===== config.mk =====
export PLATFORM = sky130hd
export DESIGN_NAME = port_irq_ctrl
export DESIGN_NICKNAME = d
export VERILOG_FILES = /design/src/rtl/port_irq_pkg.sv /design/src/rtl/port_ctrl_fsm.sv /design/src/rtl/port_status_path.sv /design/src/rtl/port_irq_ctrl.sv
export SDC_FILE = /design/constraint.sdc
export NUM_CORES = 1
export LEC_CHECK = 0
export BUFFER_PORTS_ARGS = -buffer_cell sky130_fd_sc_hd__buf_2
export CORE_UTILIZATION = 36
export CTS_CLUSTER_SIZE = 20
export DETAILED_ROUTE_END_ITERATION = 16
export PLACE_DENSITY = 0.74
export SLEW_MARGIN = 10
export SYNTH_ARGS = -nofsm -noshare
export SYNTH_HDL_FRONTEND = slang
export SYNTH_SLANG_ARGS = --single-unit

===== constraint.sdc =====
create_clock -name clk -period 1.07 [get_ports clk]
set_input_delay 0.0535 -clock clk [delete_from_list [all_inputs] [get_ports clk]]
set_output_delay 0.0535 -clock clk [all_outputs]
set_load 0.02 [all_outputs]

===== src/rtl/port_irq_pkg.sv =====
package port_irq_pkg;

  localparam int NUM_EVT   = 6;
  localparam int EVT_SIG   = 3;
  localparam int EVT_PHY   = 4;
  localparam int EVT_FATAL = 5;

  typedef enum logic [1:0] {
    LNK_OFF   = 2'd0,
    LNK_WAIT  = 2'd1,
    LNK_ON    = 2'd2,
    LNK_DRAIN = 2'd3
  } linkState_t;

  typedef struct packed {
    logic linkEvt;
    logic onlineFlag;
    logic goingOffFlag;
  } ctrlStrobe_t;

  // status bit that shows fault source idx: two groups split by a gap
  function automatic int faultPos(input int idx);
    return (idx < 6) ? (8 + idx) : (10 + idx);
  endfunction

endpackage


===== src/rtl/port_ctrl_fsm.sv =====
module port_ctrl_fsm
  import port_irq_pkg::*;
#(
  parameter int DATA_W     = 32,
  parameter int ADDR_W     = 2,
  parameter int CTRL_ADDR  = 1,
  parameter int OFF_CYCLES = 3
) (
  input  logic              clk,
  input  logic              rstN,
  input  logic              busWrEn,
  input  logic [ADDR_W-1:0] busAddr,
  input  logic [DATA_W-1:0] busWdata,
  input  logic              linkUp,
  output logic [DATA_W-1:0] ctrlReg,
  output ctrlStrobe_t       strobe
);

  localparam int REQ_BIT   = DATA_W - 1;
  localparam int FORCE_BIT = DATA_W - 2;
  localparam int CNT_W     = (OFF_CYCLES < 2) ? 1 : $clog2(OFF_CYCLES + 1);
  localparam logic [DATA_W-1:0] CTRL_MASK =
    (DATA_W'(1) << REQ_BIT) | (DATA_W'(1) << FORCE_BIT) | DATA_W'((1 << NUM_EVT) - 1);

  linkState_t state, nextState;
  logic [CNT_W-1:0] drainCnt;
  logic offReq;
  logic ctrlWrite;

  assign ctrlWrite = busWrEn && (busAddr == ADDR_W'(CTRL_ADDR));
  assign offReq    = !ctrlReg[REQ_BIT] || ctrlReg[FORCE_BIT];

  always_ff @(posedge clk or negedge rstN) begin
    if (!rstN)          ctrlReg <= '0;
    else if (ctrlWrite) ctrlReg <= busWdata & CTRL_MASK;
  end

  always_comb begin
    nextState = state;
    unique case (state)
      LNK_OFF:   if (!offReq) nextState = LNK_WAIT;
      LNK_WAIT:  if (offReq) nextState = LNK_OFF;
                 else if (linkUp) nextState = LNK_ON;
      LNK_ON:    if (offReq) nextState = LNK_DRAIN;
      LNK_DRAIN: if (drainCnt == '0) nextState = LNK_OFF;
      default:   nextState = LNK_OFF;
    endcase
  end

  always_ff @(posedge clk or negedge rstN) begin
    if (!rstN) begin
      state    <= LNK_OFF;
      drainCnt <= '0;
    end else begin
      state <= nextState;
      if (state == LNK_ON && nextState == LNK_DRAIN)
        drainCnt <= CNT_W'(OFF_CYCLES - 1);
      else if (state == LNK_DRAIN && drainCnt != '0)
        drainCnt <= drainCnt - 1'b1;
    end
  end

  always_comb begin
    strobe.linkEvt      = (state == LNK_WAIT) && !offReq && linkUp;
    strobe.onlineFlag   = (state == LNK_ON) || (state == LNK_DRAIN);
    strobe.goingOffFlag = (state == LNK_DRAIN);
  end

  // online is only entered with a link and a clean request
  assert_online_needs_link_R8: assert property (@(posedge clk) disable iff (!rstN)
    $rose(strobe.onlineFlag) |-> $past(linkUp && ctrlReg[REQ_BIT] && !ctrlReg[FORCE_BIT]));

  // leaving online always passes through the going-offline phase
  assert_drain_before_off_R10: assert property (@(posedge clk) disable iff (!rstN)
    $fell(strobe.onlineFlag) |-> $past(strobe.goingOffFlag));

  // a forced-offline port never comes online
  assert_force_blocks_R11: assert property (@(posedge clk) disable iff (!rstN)
    (ctrlReg[FORCE_BIT] && !strobe.onlineFlag) |=> !strobe.onlineFlag);

endmodule


===== src/rtl/port_status_path.sv =====
module port_status_path
  import port_irq_pkg::*;
#(
  parameter int DATA_W    = 32,
  parameter int ADDR_W    = 2,
  parameter int STAT_ADDR = 0,
  parameter int CTRL_ADDR = 1,
  parameter int FAULT_W   = 9
) (
  input  logic               clk,
  input  logic               rstN,
  input  logic               busWrEn,
  input  logic [ADDR_W-1:0]  busAddr,
  input  logic [NUM_EVT-1:0] wrClear,
  input  logic [NUM_EVT-2:0] eventIn,
  input  logic [FAULT_W-1:0] faultIn,
  input  logic [DATA_W-1:0]  ctrlReg,
  input  ctrlStrobe_t        strobe,
  output logic [DATA_W-1:0]  busRdata,
  output logic               irq
);

  logic [NUM_EVT-1:0] evtReg;
  logic [NUM_EVT-1:0] setVec;
  logic [NUM_EVT-1:0] clrVec;
  logic [DATA_W-1:0]  faultWord;
  logic [DATA_W-1:0]  statusWord;
  logic               fatalAny;
  logic               statWrite;

  assign statWrite = busWrEn && (busAddr == ADDR_W'(STAT_ADDR));
  assign fatalAny  = |faultIn;
  assign clrVec    = statWrite ? wrClear : '0;

  always_comb begin
    setVec = '0;
    setVec[NUM_EVT-2:0] = eventIn;
    setVec[EVT_PHY]     = eventIn[EVT_PHY] | strobe.linkEvt;
    setVec[EVT_SIG]     = eventIn[EVT_SIG] | strobe.linkEvt;
    setVec[EVT_FATAL]   = fatalAny;
  end

  // set has priority over a simultaneous clear
  always_ff @(posedge clk or negedge rstN) begin
    if (!rstN) evtReg <= '0;
    else       evtReg <= (evtReg & ~clrVec) | setVec;
  end

  always_comb begin
    faultWord = '0;
    for (int i = 0; i < FAULT_W; i++) faultWord[faultPos(i)] = faultIn[i];
  end

  always_comb begin
    statusWord              = faultWord;
    statusWord[NUM_EVT-1:0] = evtReg;
    statusWord[DATA_W-1]    = strobe.onlineFlag;
    statusWord[DATA_W-2]    = strobe.goingOffFlag;
  end

  always_comb begin
    if (busAddr == ADDR_W'(STAT_ADDR))      busRdata = statusWord;
    else if (busAddr == ADDR_W'(CTRL_ADDR)) busRdata = ctrlReg;
    else                                    busRdata = '0;
  end

  assign irq = |(evtReg & ctrlReg[NUM_EVT-1:0]);

  // a written one clears its bit unless an event sets it again
  assert_w1c_R3: assert property (@(posedge clk) disable iff (!rstN)
    statWrite |=> ((evtReg & $past(wrClear & ~setVec)) == '0));

  // a set in the same cycle as a clear survives
  assert_set_wins_R4: assert property (@(posedge clk) disable iff (!rstN)
    (statWrite && eventIn[0]) |=> evtReg[0]);

  // any active fault latches the fatal event
  assert_fault_latch_R5: assert property (@(posedge clk) disable iff (!rstN)
    (|faultIn) |=> evtReg[EVT_FATAL]);

  // entering online reports PHY-ready change and signature update
  assert_link_report_R9: assert property (@(posedge clk) disable iff (!rstN)
    strobe.linkEvt |=> (evtReg[EVT_PHY] && evtReg[EVT_SIG]));

endmodule


===== src/rtl/port_irq_ctrl.sv =====
module port_irq_ctrl
  import port_irq_pkg::*;
#(
  parameter int DATA_W     = 32,
  parameter int ADDR_W     = 2,
  parameter int FAULT_W    = 9,
  parameter int OFF_CYCLES = 3
) (
  input  logic               clk,
  input  logic               rstN,
  input  logic               busWrEn,
  input  logic [ADDR_W-1:0]  busAddr,
  input  logic [DATA_W-1:0]  busWdata,
  output logic [DATA_W-1:0]  busRdata,
  input  logic [NUM_EVT-2:0] eventIn,
  input  logic [FAULT_W-1:0] faultIn,
  input  logic               linkUp,
  output logic               irq
);

  localparam int STAT_ADDR = 0;
  localparam int CTRL_ADDR = 1;

  logic [DATA_W-1:0] ctrlReg;
  ctrlStrobe_t       strobe;

  port_ctrl_fsm #(
    .DATA_W(DATA_W), .ADDR_W(ADDR_W), .CTRL_ADDR(CTRL_ADDR), .OFF_CYCLES(OFF_CYCLES)
  ) uCtrl (
    .clk(clk), .rstN(rstN), .busWrEn(busWrEn), .busAddr(busAddr),
    .busWdata(busWdata), .linkUp(linkUp), .ctrlReg(ctrlReg), .strobe(strobe)
  );

  port_status_path #(
    .DATA_W(DATA_W), .ADDR_W(ADDR_W), .STAT_ADDR(STAT_ADDR),
    .CTRL_ADDR(CTRL_ADDR), .FAULT_W(FAULT_W)
  ) uPath (
    .clk(clk), .rstN(rstN), .busWrEn(busWrEn), .busAddr(busAddr),
    .wrClear(busWdata[NUM_EVT-1:0]), .eventIn(eventIn), .faultIn(faultIn),
    .ctrlReg(ctrlReg), .strobe(strobe), .busRdata(busRdata), .irq(irq)
  );

endmodule


==> parameters.txt <==
Parameter                              Value

Routing
  Number of vias in the routed layout ... 1015
  # DRC ... 1
  TritonRoute pass-1 iters ... 12
  Detailed Route Iter0 Violations ... 28
  Routed length per instance ... 13.33 um
  Detail Route Antenna Nets ... 0
  Via-per-instance ratio ... 4.788
  Total wire length ... 2825 um

Worst setup path
  Critical path fanouts, max ... 2
  Worst flop-to-flop path startpoint ... uCtrl.state[1]
  Beginning of the critical path ... uCtrl.state[1]
  Required time of the worst setup path ... 1020 ps
  Critical Path End Type ... output pin
  Element type at the critical path start ... flop
  Crit Path Class ... flop to output pin
  Cell with the largest stage delay on the worst path ... sky130_fd_sc_hd__dfrtp_2
  Arrival time reported for the critical path endpoint ... 1220 ps
  Ordered cell list for the critical path ... buf_6 > mux2i_1 > nor2_1 > buf_4
  Largest stage delay on the critical path ... 440 ps

Job
  Max-capacitance violation count ... 0

Finish
  Share of layout cells above drive strength 1 ... 0.4751
  Multi-input gate area ... 643.1 um2
  Total inserted antenna cells ... 0
  Number of non-filler instances in the completed layout ... 212
  Register area ... 451.7 um2
  Post-layout instance area ... 1625 um2
  Commonest non-fill, non-tap cell in the layout ... sky130_fd_sc_hd__buf_2
  Number of inserted filler cells in the final layout ... 242
  Fin nets ... 235
  Area Overhead vs Synth ... 43.85%
  Commonest non-fill, non-tap cells in the layout ... 42 x sky130_fd_sc_hd__buf_2, 17 x sky130_fd_sc_hd__dfrtp_1, 16 x sky130_fd_sc_hd__buf_4

Timing
  Total count of max-transition violations in the final report ... 0
  FMAX ... 0.7832 GHz
  Worst Slack Setup Final ... -206.8 ps
  Final setup violation count ... 12
  Unrepaired setup endpoints after global routing ... yes
  Worst Skew ... 3.004 ps
  Minimum clock period after layout ... 1277 ps
  Final Hold Vio Count ... 0
  Fin crit share ... 1.193

Clock tree
  Max Buffers Root-to-Sink ... 2
  Clock slew at the register clock pins of the worst setup and hold paths ... 110 ps
  Clock tree root driver cell ... sky130_fd_sc_hd__clkbuf_4
  Clock insertion delay at the later pin of the skew report ... 290 ps
  Clock sinks ... 18
  Number of buffers created by CTS ... 3
  Clock tree from TritonCTS ... built
  CTS HTree Levels ... 1

Floorplanning
  Placeable Area ... 2853 um2
  Number of primary I/O pins ... 85
  Effective utilization at floorplan ... 0.3961
  Chip Width ... 58.02 um
  Die Footprint ... 3366 um2
  # rows ... 19
  Chip height ... 58.02 um

Pwr
  Highest ir drop seen on vdd ... 1210 uV
  Leakage power ... 0.8276 nW
  Power per Cell Area ... 1573 nW/um2

Place
  Routability Congestion ... 0.7540
  Worst setup slack before clock tree synthesis ... -82.31 ps
  Placed cells ... 196
  Placement Cell Area ... 1403 um2
  Input/output buffers ... 45
  Detailed Place HPWL ... 2110 um

Global route
  Wire length of the first global-routing pass ... 4567 um
  All-layer global routing usage ... 0.1752
  Vias in the first global route ... 1056
  Remaining global-route overflow ... 0
  Maximum number of pins on one net before global-route repair ... 19
  Initial antenna violation count ... 0

Synthesis
  Register bit total from synthesis ... 18
  Number of distinct library cells after synthesis ... 29
  Sequential area share after synthesis ... 0.3987
  Number of enable flip-flop cells after synthesis ... 0
  Gate Count Post-Synth ... 112
  Syn avg cell area ... 10.09 um2
  Main flop type after synthesis ... sky130_fd_sc_hd__dfrtp_1
  Netlist area before placement ... 1130 um2
  Count of warnings emitted by yosys ... 0
  Fraction of registers with async set or reset after synthesis ... 1.000

Outcome
  Failing checks ... DRC, setup timing
  Status ... finished with violations

Hold path
  Worst hold path startpoint ... busWdata[0]
  Type of the worst min-delay path ... primary input to flop
==> logic make-up (layout without fill, tap and decap cells) <==
logic type | after synthesis | count (layout) | synth area share
DFF | 18 | 18 | 0.3987
AOI/OAI and AO/OA | 16 | 16 | 0.1085
other | 1 | 15 | 0.003319
adders and majority gates | 1 | 1 | 0.01107
muxes | 17 | 17 | 0.1595
buffers and inverters | 21 | 76 | 0.1307
and+or+nand+nor | 38 | 38 | 0.1883
==> path summary, 6_finish.rpt <==
path / endpoint / slack [ps] / depth (start not counted)
setup / recovery: busRdata[31] / -210 / 4
hold / removal: uCtrl.ctrlReg[0] / 0.1 / 2
setup reg to reg: uCtrl.state[0] / -150 / 5
hold reg to reg: uPath.evtReg[0] / 540 / 1
max in group asynchronous: uCtrl.state[1] / 560 / 2
min in group asynchronous: uPath.evtReg[1] / 210 / 2
==> cell usage after synthesis, drive strengths merged (2+ instances only) <==
master	count	area [um2]
nor2	10	37.54
and2	9	56.30
mux2	8	90.09
mux2i	9	90.09
nand2	9	33.78
buf	18	136.4
inv	3	11.26
a211o	2	17.52
nand3b	2	27.53
a21o	5	37.54
dfrtp	18	450.4
nand3	2	10.01
a22oi	3	22.52
nor3	2	10.01
==> critical path, delay by kind of cell (launching register included) <==
kind / cells / cell delay [ps]
and+or+nand+nor: 1 / 70
DFF: 1 / 440
muxes: 1 / 150
buffers and inverters: 2 / 280
==> final cells by class <==
cell class,instances,share of cell area
inverter,3,0.006928
tap,31,0.02386
timing repair buffer,69,0.2733
sequential,18,0.2779
clock buffer,4,0.02232
multi-input combinational,87,0.3957
==> through the flow <==
step | utilization | power [W] | setup TNS, ps | hold WS (ps)
2_1_floorplan | - | 0.001517 | 0 | -242.1
3_3_place_gp | 0.4917 | 0.001777 | -27.82 | -0.02395
3_5_place_dp | 0.4917 | 0.001835 | -199.7 | 11.26
4_1_cts | 0.5531 | 0.002404 | -845.7 | 0.5008
5_1_grt | 0.5697 | 0.002698 | -1846 | 6.193
6_report | 0.5697 | 0.002556 | -1266 | 0.1177
==> timing repair <==
action | in CTS | in global routing
setup endpoints to repair | 14 | 14
pin swaps | 9 | 4
buffers inserted | 3 | 2
gates resized for setup | 12 | 6
hold buffers | 8 | 0
endpoints found under the hold margin | 25 | 0
==> where the power goes <==
part           internal (W)  switching [W]
Sequential         0.000814       0.000113
Combinational      0.000639       0.000561
Clock              0.000207       0.000222
==> registers in the layout, summed over array words and instances, names as in the netlist <==
| signal | cells |
|---|---|
| uCtrl.ctrlReg | 8 |
| uCtrl.drainCnt | 2 |
| uCtrl.state | 2 |
| uPath.evtReg | 6 |
==> per-layer routing <==
layer	vias to the layer above	wire length, um	GRT usage	share of wire
met5	-	0	0	0
met4	0	30	0.04762	0.011
met3	4	99	0.02902	0.035
met2	38	1585	0.3563	0.56
met1	481	1110	0.1804	0.39
li1	492	-	-	-
Note: power is estimated with default switching activity, not from simulation.
